$ cat config.mk
export PLATFORM = sky130hd
export DESIGN_NAME = fmrx_top
export DESIGN_NICKNAME = d
export VERILOG_FILES = /design/src/rtl/fmrx_pkg.sv /design/src/rtl/fmrx_edge_timer.sv /design/src/rtl/fmrx_fm_decoder.sv /design/src/rtl/fmrx_framer.sv /design/src/rtl/fmrx_top.sv
export SDC_FILE = /design/constraint.sdc
export NUM_CORES = 1
export LEC_CHECK = 0
export ABC_AREA = 1
export BUFFER_PORTS_ARGS = -buffer_cell sky130_fd_sc_hd__buf_2
export CORE_ASPECT_RATIO = 0.5
export CORE_UTILIZATION = 45
export CTS_BUF_LIST = sky130_fd_sc_hd__clkbuf_4 sky130_fd_sc_hd__clkbuf_8
export DETAILED_ROUTE_END_ITERATION = 12
export GPL_ROUTABILITY_DRIVEN = 0
export PLACE_DENSITY = 0.68
export SETUP_SLACK_MARGIN = 0.1
export SYNTH_ARGS = -nofsm -noshare
export SYNTH_HDL_FRONTEND = slang
export SYNTH_SLANG_ARGS = --single-unit
$ cat constraint.sdc
create_clock -name clk -period 1.7 [get_ports clk]
set_input_delay 0.085 -clock clk [delete_from_list [all_inputs] [get_ports clk]]
set_output_delay 0.085 -clock clk [all_outputs]
set_load 0.1 [all_outputs]
$ cat src/rtl/fmrx_pkg.sv
package fmrx_pkg;

  typedef enum logic [1:0] {
    EV_NONE = 2'd0,
    EV_HALF = 2'd1,
    EV_FULL = 2'd2,
    EV_BAD  = 2'd3
  } edge_kind_e;

  // percentage of a sample count, rounded up or down
  function automatic int pct_up(input int n, input int p);
    return (n * p + 99) / 100;
  endfunction

  function automatic int pct_dn(input int n, input int p);
    return (n * p) / 100;
  endfunction

  // sort a transition by the number of samples since the previous one
  function automatic edge_kind_e classify(input int iv, input int ovs);
    if (iv >= pct_up(ovs, 35) && iv <= pct_dn(ovs, 65))
      return EV_HALF;
    else if (iv >= pct_up(ovs, 90) && iv <= pct_dn(ovs, 110))
      return EV_FULL;
    else
      return EV_BAD;
  endfunction

  // data value of a cell from its mid-cell transition and the coding mode
  function automatic logic cell_value(input logic has_mid, input logic mark);
    return mark ? has_mid : ~has_mid;
  endfunction

endpackage

$ cat src/rtl/fmrx_edge_timer.sv
module fmrx_edge_timer
  import fmrx_pkg::*;
#(
  parameter int OVS = 16
) (
  input  logic       clk,
  input  logic       rst_n,
  input  logic       line_in,
  output edge_kind_e edge_kind,
  output logic       timeout
);
  localparam int LIM  = 2 * OVS + 1;
  localparam int CW   = $clog2(LIM + 1);

  logic          s1, s2, prev;
  logic [CW-1:0] cnt;
  logic          trans;

  assign trans = s2 ^ prev;

  always_ff @(posedge clk or negedge rst_n) begin
    if (!rst_n) begin
      s1   <= 1'b0;
      s2   <= 1'b0;
      prev <= 1'b0;
      cnt  <= CW'(LIM);
    end else begin
      s1   <= line_in;
      s2   <= s1;
      prev <= s2;
      if (trans)
        cnt <= CW'(1);
      else if (cnt != CW'(LIM))
        cnt <= cnt + 1'b1;
    end
  end

  assign timeout   = !trans && (cnt == CW'(2 * OVS));
  assign edge_kind = trans ? classify(int'(cnt), OVS) : EV_NONE;

endmodule

$ cat src/rtl/fmrx_fm_decoder.sv
module fmrx_fm_decoder
  import fmrx_pkg::*;
(
  input  logic       clk,
  input  logic       rst_n,
  input  edge_kind_e edge_kind,
  input  logic       timeout,
  input  logic       fm_mark,
  output logic       bit_valid,
  output logic       bit_data,
  output logic       viol
);
  logic half_seen;
  logic has_mid;

  always_comb begin
    bit_valid = 1'b0;
    viol      = 1'b0;
    has_mid   = 1'b0;
    case (edge_kind)
      EV_HALF: begin
        if (half_seen) begin
          bit_valid = 1'b1;
          has_mid   = 1'b1;
        end
      end
      EV_FULL: begin
        if (half_seen) viol = 1'b1;
        else           bit_valid = 1'b1;
      end
      EV_BAD:  viol = 1'b1;
      default: ;
    endcase
  end

  assign bit_data = cell_value(has_mid, fm_mark);

  always_ff @(posedge clk or negedge rst_n) begin
    if (!rst_n)
      half_seen <= 1'b0;
    else if (timeout || viol || edge_kind == EV_FULL)
      half_seen <= 1'b0;
    else if (edge_kind == EV_HALF)
      half_seen <= ~half_seen;
  end

endmodule

$ cat src/rtl/fmrx_framer.sv
module fmrx_framer #(
  parameter int WORD_W = 12
) (
  input  logic              clk,
  input  logic              rst_n,
  input  logic              bit_valid,
  input  logic              bit_data,
  input  logic              viol,
  input  logic              timeout,
  input  logic              clear_sync,
  input  logic              allow_presync,
  input  logic [WORD_W-1:0] sync_pattern,
  output logic [WORD_W-1:0] word_out,
  output logic              word_valid,
  output logic              sync_locked,
  output logic              sync_match
);
  localparam int CNT_W = $clog2(WORD_W);

  logic [WORD_W-1:0] hist, hist_nx;
  logic [CNT_W-1:0]  wcnt;
  logic              framing_en;

  assign hist_nx    = {hist[WORD_W-2:0], bit_data};
  assign sync_match = bit_valid && (hist_nx == sync_pattern);
  assign framing_en = !clear_sync && (sync_locked || allow_presync);

  always_ff @(posedge clk or negedge rst_n) begin
    if (!rst_n) begin
      hist        <= '0;
      wcnt        <= '0;
      word_out    <= '0;
      word_valid  <= 1'b0;
      sync_locked <= 1'b0;
    end else begin
      word_valid <= 1'b0;
      if (bit_valid) hist <= hist_nx;

      if (clear_sync)      sync_locked <= 1'b0;
      else if (sync_match) sync_locked <= 1'b1;

      if (clear_sync || viol || timeout) begin
        wcnt <= '0;
      end else if (sync_match) begin
        wcnt <= CNT_W'(1);
      end else if (bit_valid && framing_en) begin
        if (wcnt == CNT_W'(WORD_W - 1)) begin
          wcnt       <= '0;
          word_out   <= hist_nx;
          word_valid <= 1'b1;
        end else begin
          wcnt <= wcnt + 1'b1;
        end
      end
    end
  end

endmodule

$ cat src/rtl/fmrx_top.sv
module fmrx_top
  import fmrx_pkg::*;
#(
  parameter int OVS    = 16,
  parameter int WORD_W = 12
) (
  input  logic              clk,
  input  logic              rst_n,
  input  logic              line_in,
  input  logic              fm_mark,
  input  logic              allow_presync,
  input  logic              clear_sync,
  input  logic [WORD_W-1:0] sync_pattern,
  output logic [WORD_W-1:0] word_out,
  output logic              word_valid,
  output logic              sync_locked
);
  edge_kind_e edge_kind;
  logic       timeout;
  logic       bit_valid;
  logic       bit_data;
  logic       viol;
  logic       sync_match;

  fmrx_edge_timer #(.OVS(OVS)) u_timer (
    .clk       (clk),
    .rst_n     (rst_n),
    .line_in   (line_in),
    .edge_kind (edge_kind),
    .timeout   (timeout)
  );

  fmrx_fm_decoder u_dec (
    .clk       (clk),
    .rst_n     (rst_n),
    .edge_kind (edge_kind),
    .timeout   (timeout),
    .fm_mark   (fm_mark),
    .bit_valid (bit_valid),
    .bit_data  (bit_data),
    .viol      (viol)
  );

  fmrx_framer #(.WORD_W(WORD_W)) u_frm (
    .clk           (clk),
    .rst_n         (rst_n),
    .bit_valid     (bit_valid),
    .bit_data      (bit_data),
    .viol          (viol),
    .timeout       (timeout),
    .clear_sync    (clear_sync),
    .allow_presync (allow_presync),
    .sync_pattern  (sync_pattern),
    .word_out      (word_out),
    .word_valid    (word_valid),
    .sync_locked   (sync_locked),
    .sync_match    (sync_match)
  );

endmodule

==> impl_metrics.json <==
{
  "run_status": "finished, violations left",
  "violations": "design-rule violations, negative setup slack",
  "grt_pass1_vias": 1885,
  "syn-num-nets": 282,
  "grt_pass1_wl_mm": 8.431,
  "leakage_nw": 1.575,
  "final-max-slew-violation-count": 0,
  "grt_overflow": 0,
  "placed_cell_area_mm2": 0.002445,
  "die_h_um": 50.01,
  "finalHoldViolations": 0,
  "drv_cap": 0,
  "io-pin-count": 32,
  "power.density_mw_per_mm2": 724.0,
  "start_kind": "flop",
  "end_kind": "flop",
  "critPathLaunch": "u_timer.cnt[0]$_DFFE_PN1P_",
  "hp-class": "input port to async pin",
  "worst_pin_slew_ns": 0.5124,
  "syn-cell-area_mm2": 0.002074,
  "fin_skew_ns": 0.007787,
  "dieArea_mm2": 0.004902,
  "cts_tree": "yes",
  "path_buf_inv": 3,
  "power_mw": 2.198,
  "fin_ws_ns": -0.4201,
  "cts_sinks": 39,
  "n_antenna_cell": 0,
  "rsz0062_at_grt": "yes",
  "vias": 2080,
  "min_period_over_period_pct": 124.7,
  "reg2reg_from": "u_timer.cnt[0]$_DFFE_PN1P_",
  "crit_slowest_cell": "dfstp_2",
  "start_util_pct": 47.12,
  "ys_warn_count": 0,
  "cts_root_buf": "clkbuf_8",
  "final-setup-viol-count": 30,
  "antenna_found_initial": 0,
  "io_buffers": 31,
  "first_iter_violations": 197,
  "fin_crit_ns": 2.120,
  "avgSynthCellArea_um2": 8.041,
  "clk_path_buf_depth": 2,
  "fin_area_mm2": 0.003035,
  "maxSlewHeadroom_pct": 65.84,
  "tns_ns": -9.985,
  "ys_seq_elements": 39,
  "ant_nets": 0,
  "slowest_delay_ns": 0.59,
  "grt_max_degree": 22,
  "layout-drive-gt1-share_pct": 39.64,
  "syn_to_final_growth_pct": 46.32,
  "final_core_util_pct": 68.94,
  "route.detailed.drc": 2,
  "critical_path_class": "flop to flop",
  "drt_first_pass_iters": 8,
  "synth_cell_types": 29,
  "fin_cells": 390,
  "routed_wirelength_mm": 6.121,
  "hpwl_mm": 3.369,
  "avgViaCountPerCell": 5.333,
  "required_ns": 1.89,
  "h-tree-depth": 2,
  "nets": 356,
  "place_inst": 361,
  "die_w_um": 98.02,
  "cts-buffers-inserted": 5,
  "crit_fanout": 10,
  "cp_cell_sequence": "buf_6 -> ha_4 -> nand3_4 -> a21oi_2 -> nand4_1 -> nand2_2 -> nand2_2 -> inv_4 -> nand3_4 -> clkbuf_16 -> nand4_1 -> nand2_1",
  "postSynthCellCount": 258,
  "clk_pin_slew_ns": 0.08,
  "synth-seq-area-share_pct": 47.17,
  "core.rowCount": 17,
  "critPathTopFamily": "simple AND/OR/NAND/NOR gates",
  "worstPathArrival_ns": 2.31,
  "clock_insertion_delay_worst_skew_ns": 0.31,
  "irDropWorstVdd_v": 0.0004039,
  "max_freq_mhz": 471.7,
  "core_area_mm2": 0.004403,
  "grtUsageTotal_pct": 22.67,
  "routedWlPerCell_um": 15.69
}
[worst register-to-register path, stage by stage, from the launching register on]
cell	delay, ns
dfstp_2	0.59
buf_6	0.12
ha_4	0.14
nand3_4	0.09
a21oi_2	0.14
nand4_1	0.11
nand2_2	0.15
nand2_2	0.10
inv_4	0.07
nand3_4	0.15
clkbuf_16	0.22
nand4_1	0.07
nand2_1	0.07
[timing repair]
action,4_1_cts,5_1_grt
setup buffers,5,6
resized for setup,26,40
endpoints found under the setup margin,30,31
pin swaps,1,12
gates cloned,2,5
hold buffers,3,0
hold endpoints to repair,19,0
[layout by cell type, fill, tap and decap left out, drive strengths merged, types with 6 or more instances in the layout]
cell type and n:
o21ai 12, dfrtp 37, nand2 77, xnor2 7, nand3 9, buf 68
ha 6, nor2 23, a21oi 10, inv 35, nand4 24, clkbuf 9
[metal layers]
metal | vias up | wire [um] | share of wire (%) | track usage [%]
met1 | 996 | 2489 | 41 | 26.03
met3 | 27 | 292 | 4.8 | 5.106
met2 | 72 | 3147 | 51 | 40.61
met5 | - | 0 | 0 | 0
met4 | 0 | 191 | 3.1 | 11.11
li1 | 985 | - | - | -
[metrics by stage]
| step | hold WS (ns) | setup WS, ns |
|---|---|---|
| floorplan | -0.2106 | -0.1695 |
| global placement | 0.07568 | -0.2913 |
| detailed placement | 0.08162 | -0.3522 |
| CTS | 0.2949 | -0.2751 |
| global route | 0.3208 | -0.4861 |
| finish | 0.2810 | -0.4201 |
[power by group]
part / switching (mW) / total, mW / internal, mW
Combinational: 0.181 / 0.370 / 0.189
Sequential: 0.0462 / 1.01 / 0.960
Clock: 0.376 / 0.822 / 0.445
Total: 0.603 / 2.20 / 1.59
[area by class of cell]
cell class	instances	area [um2]
clock buffer	5	68.82
clock inverter	3	47.55
fill	305	1368
inverter	34	130.1
multi-input combinational	177	1099
sequential	39	979.7
tap	57	71.32
timing repair buffer	75	639.4
[kinds of logic after synthesis]
kind of cell | after synthesis | share of synthesized area (%)
AO/OA/AOI/OAI | 23 | 5.851
flip-flops | 39 | 47.17
multiplexers | 1 | 0.5428
adder cells (fa/ha/maj) | 6 | 3.619
XOR/XNOR | 8 | 3.378
AND/OR/NAND/NOR | 138 | 30.76
buffers and inverters | 43 | 8.685
[flip-flops by register name (all words and copies together) (netlist names), 4 cells and up]
register and cells:
u_frm.word_out 12, u_frm.hist 11, u_timer.cnt 6, u_frm.wcnt 4
[Yosys cell counts]
library cell | instances | area (um2)
nand2_2 | 1 | 6.260
nor3b_1 | 1 | 7.510
dfrtp_1 | 37 | 925.9
nand2_1 | 75 | 281.5
dfstp_2 | 2 | 52.55
nand4_1 | 24 | 150.1
xor2_1 | 1 | 8.760
nand3_2 | 2 | 20.02
nand3b_1 | 1 | 7.510
o21ai_2 | 1 | 8.760
buf_4 | 1 | 7.510
nand3_1 | 6 | 30.03
nor4_1 | 2 | 12.51
a21oi_1 | 10 | 50.05
inv_1 | 32 | 120.1
o21ai_0 | 11 | 55.05
ha_1 | 6 | 75.07
buf_2 | 6 | 30.03
xnor2_1 | 7 | 61.31
clkinv_1 | 1 | 3.750
a211oi_1 | 1 | 7.510
nor2_1 | 21 | 78.83
nor2_4 | 2 | 22.52
mux2_2 | 1 | 11.26
nand2_4 | 1 | 11.26
inv_2 | 1 | 3.750
buf_6 | 1 | 11.26
nor3_1 | 2 | 10.01
clkbuf_1 | 1 | 3.750
[path summary, 6_finish.rpt]
check,to,slack [ns],depth (start not counted)
worst max register to register,u_frm.wcnt[3]$_DFFE_PN0P_,-0.42,12
worst min-delay path,u_timer.cnt[3]$_DFFE_PN0P_,0.28,2
max in group asynchronous,u_frm.wcnt[0]$_DFFE_PN0P_,0.94,3
min in group clk,u_frm.word_valid$_DFF_PN0_,0.36,5
worst min register to register,u_timer.s2$_DFF_PN0_,0.36,0
worst max-delay path,u_frm.wcnt[3]$_DFFE_PN0P_,-0.42,12
No activity file was read; power rests on OpenSTA's default activity.
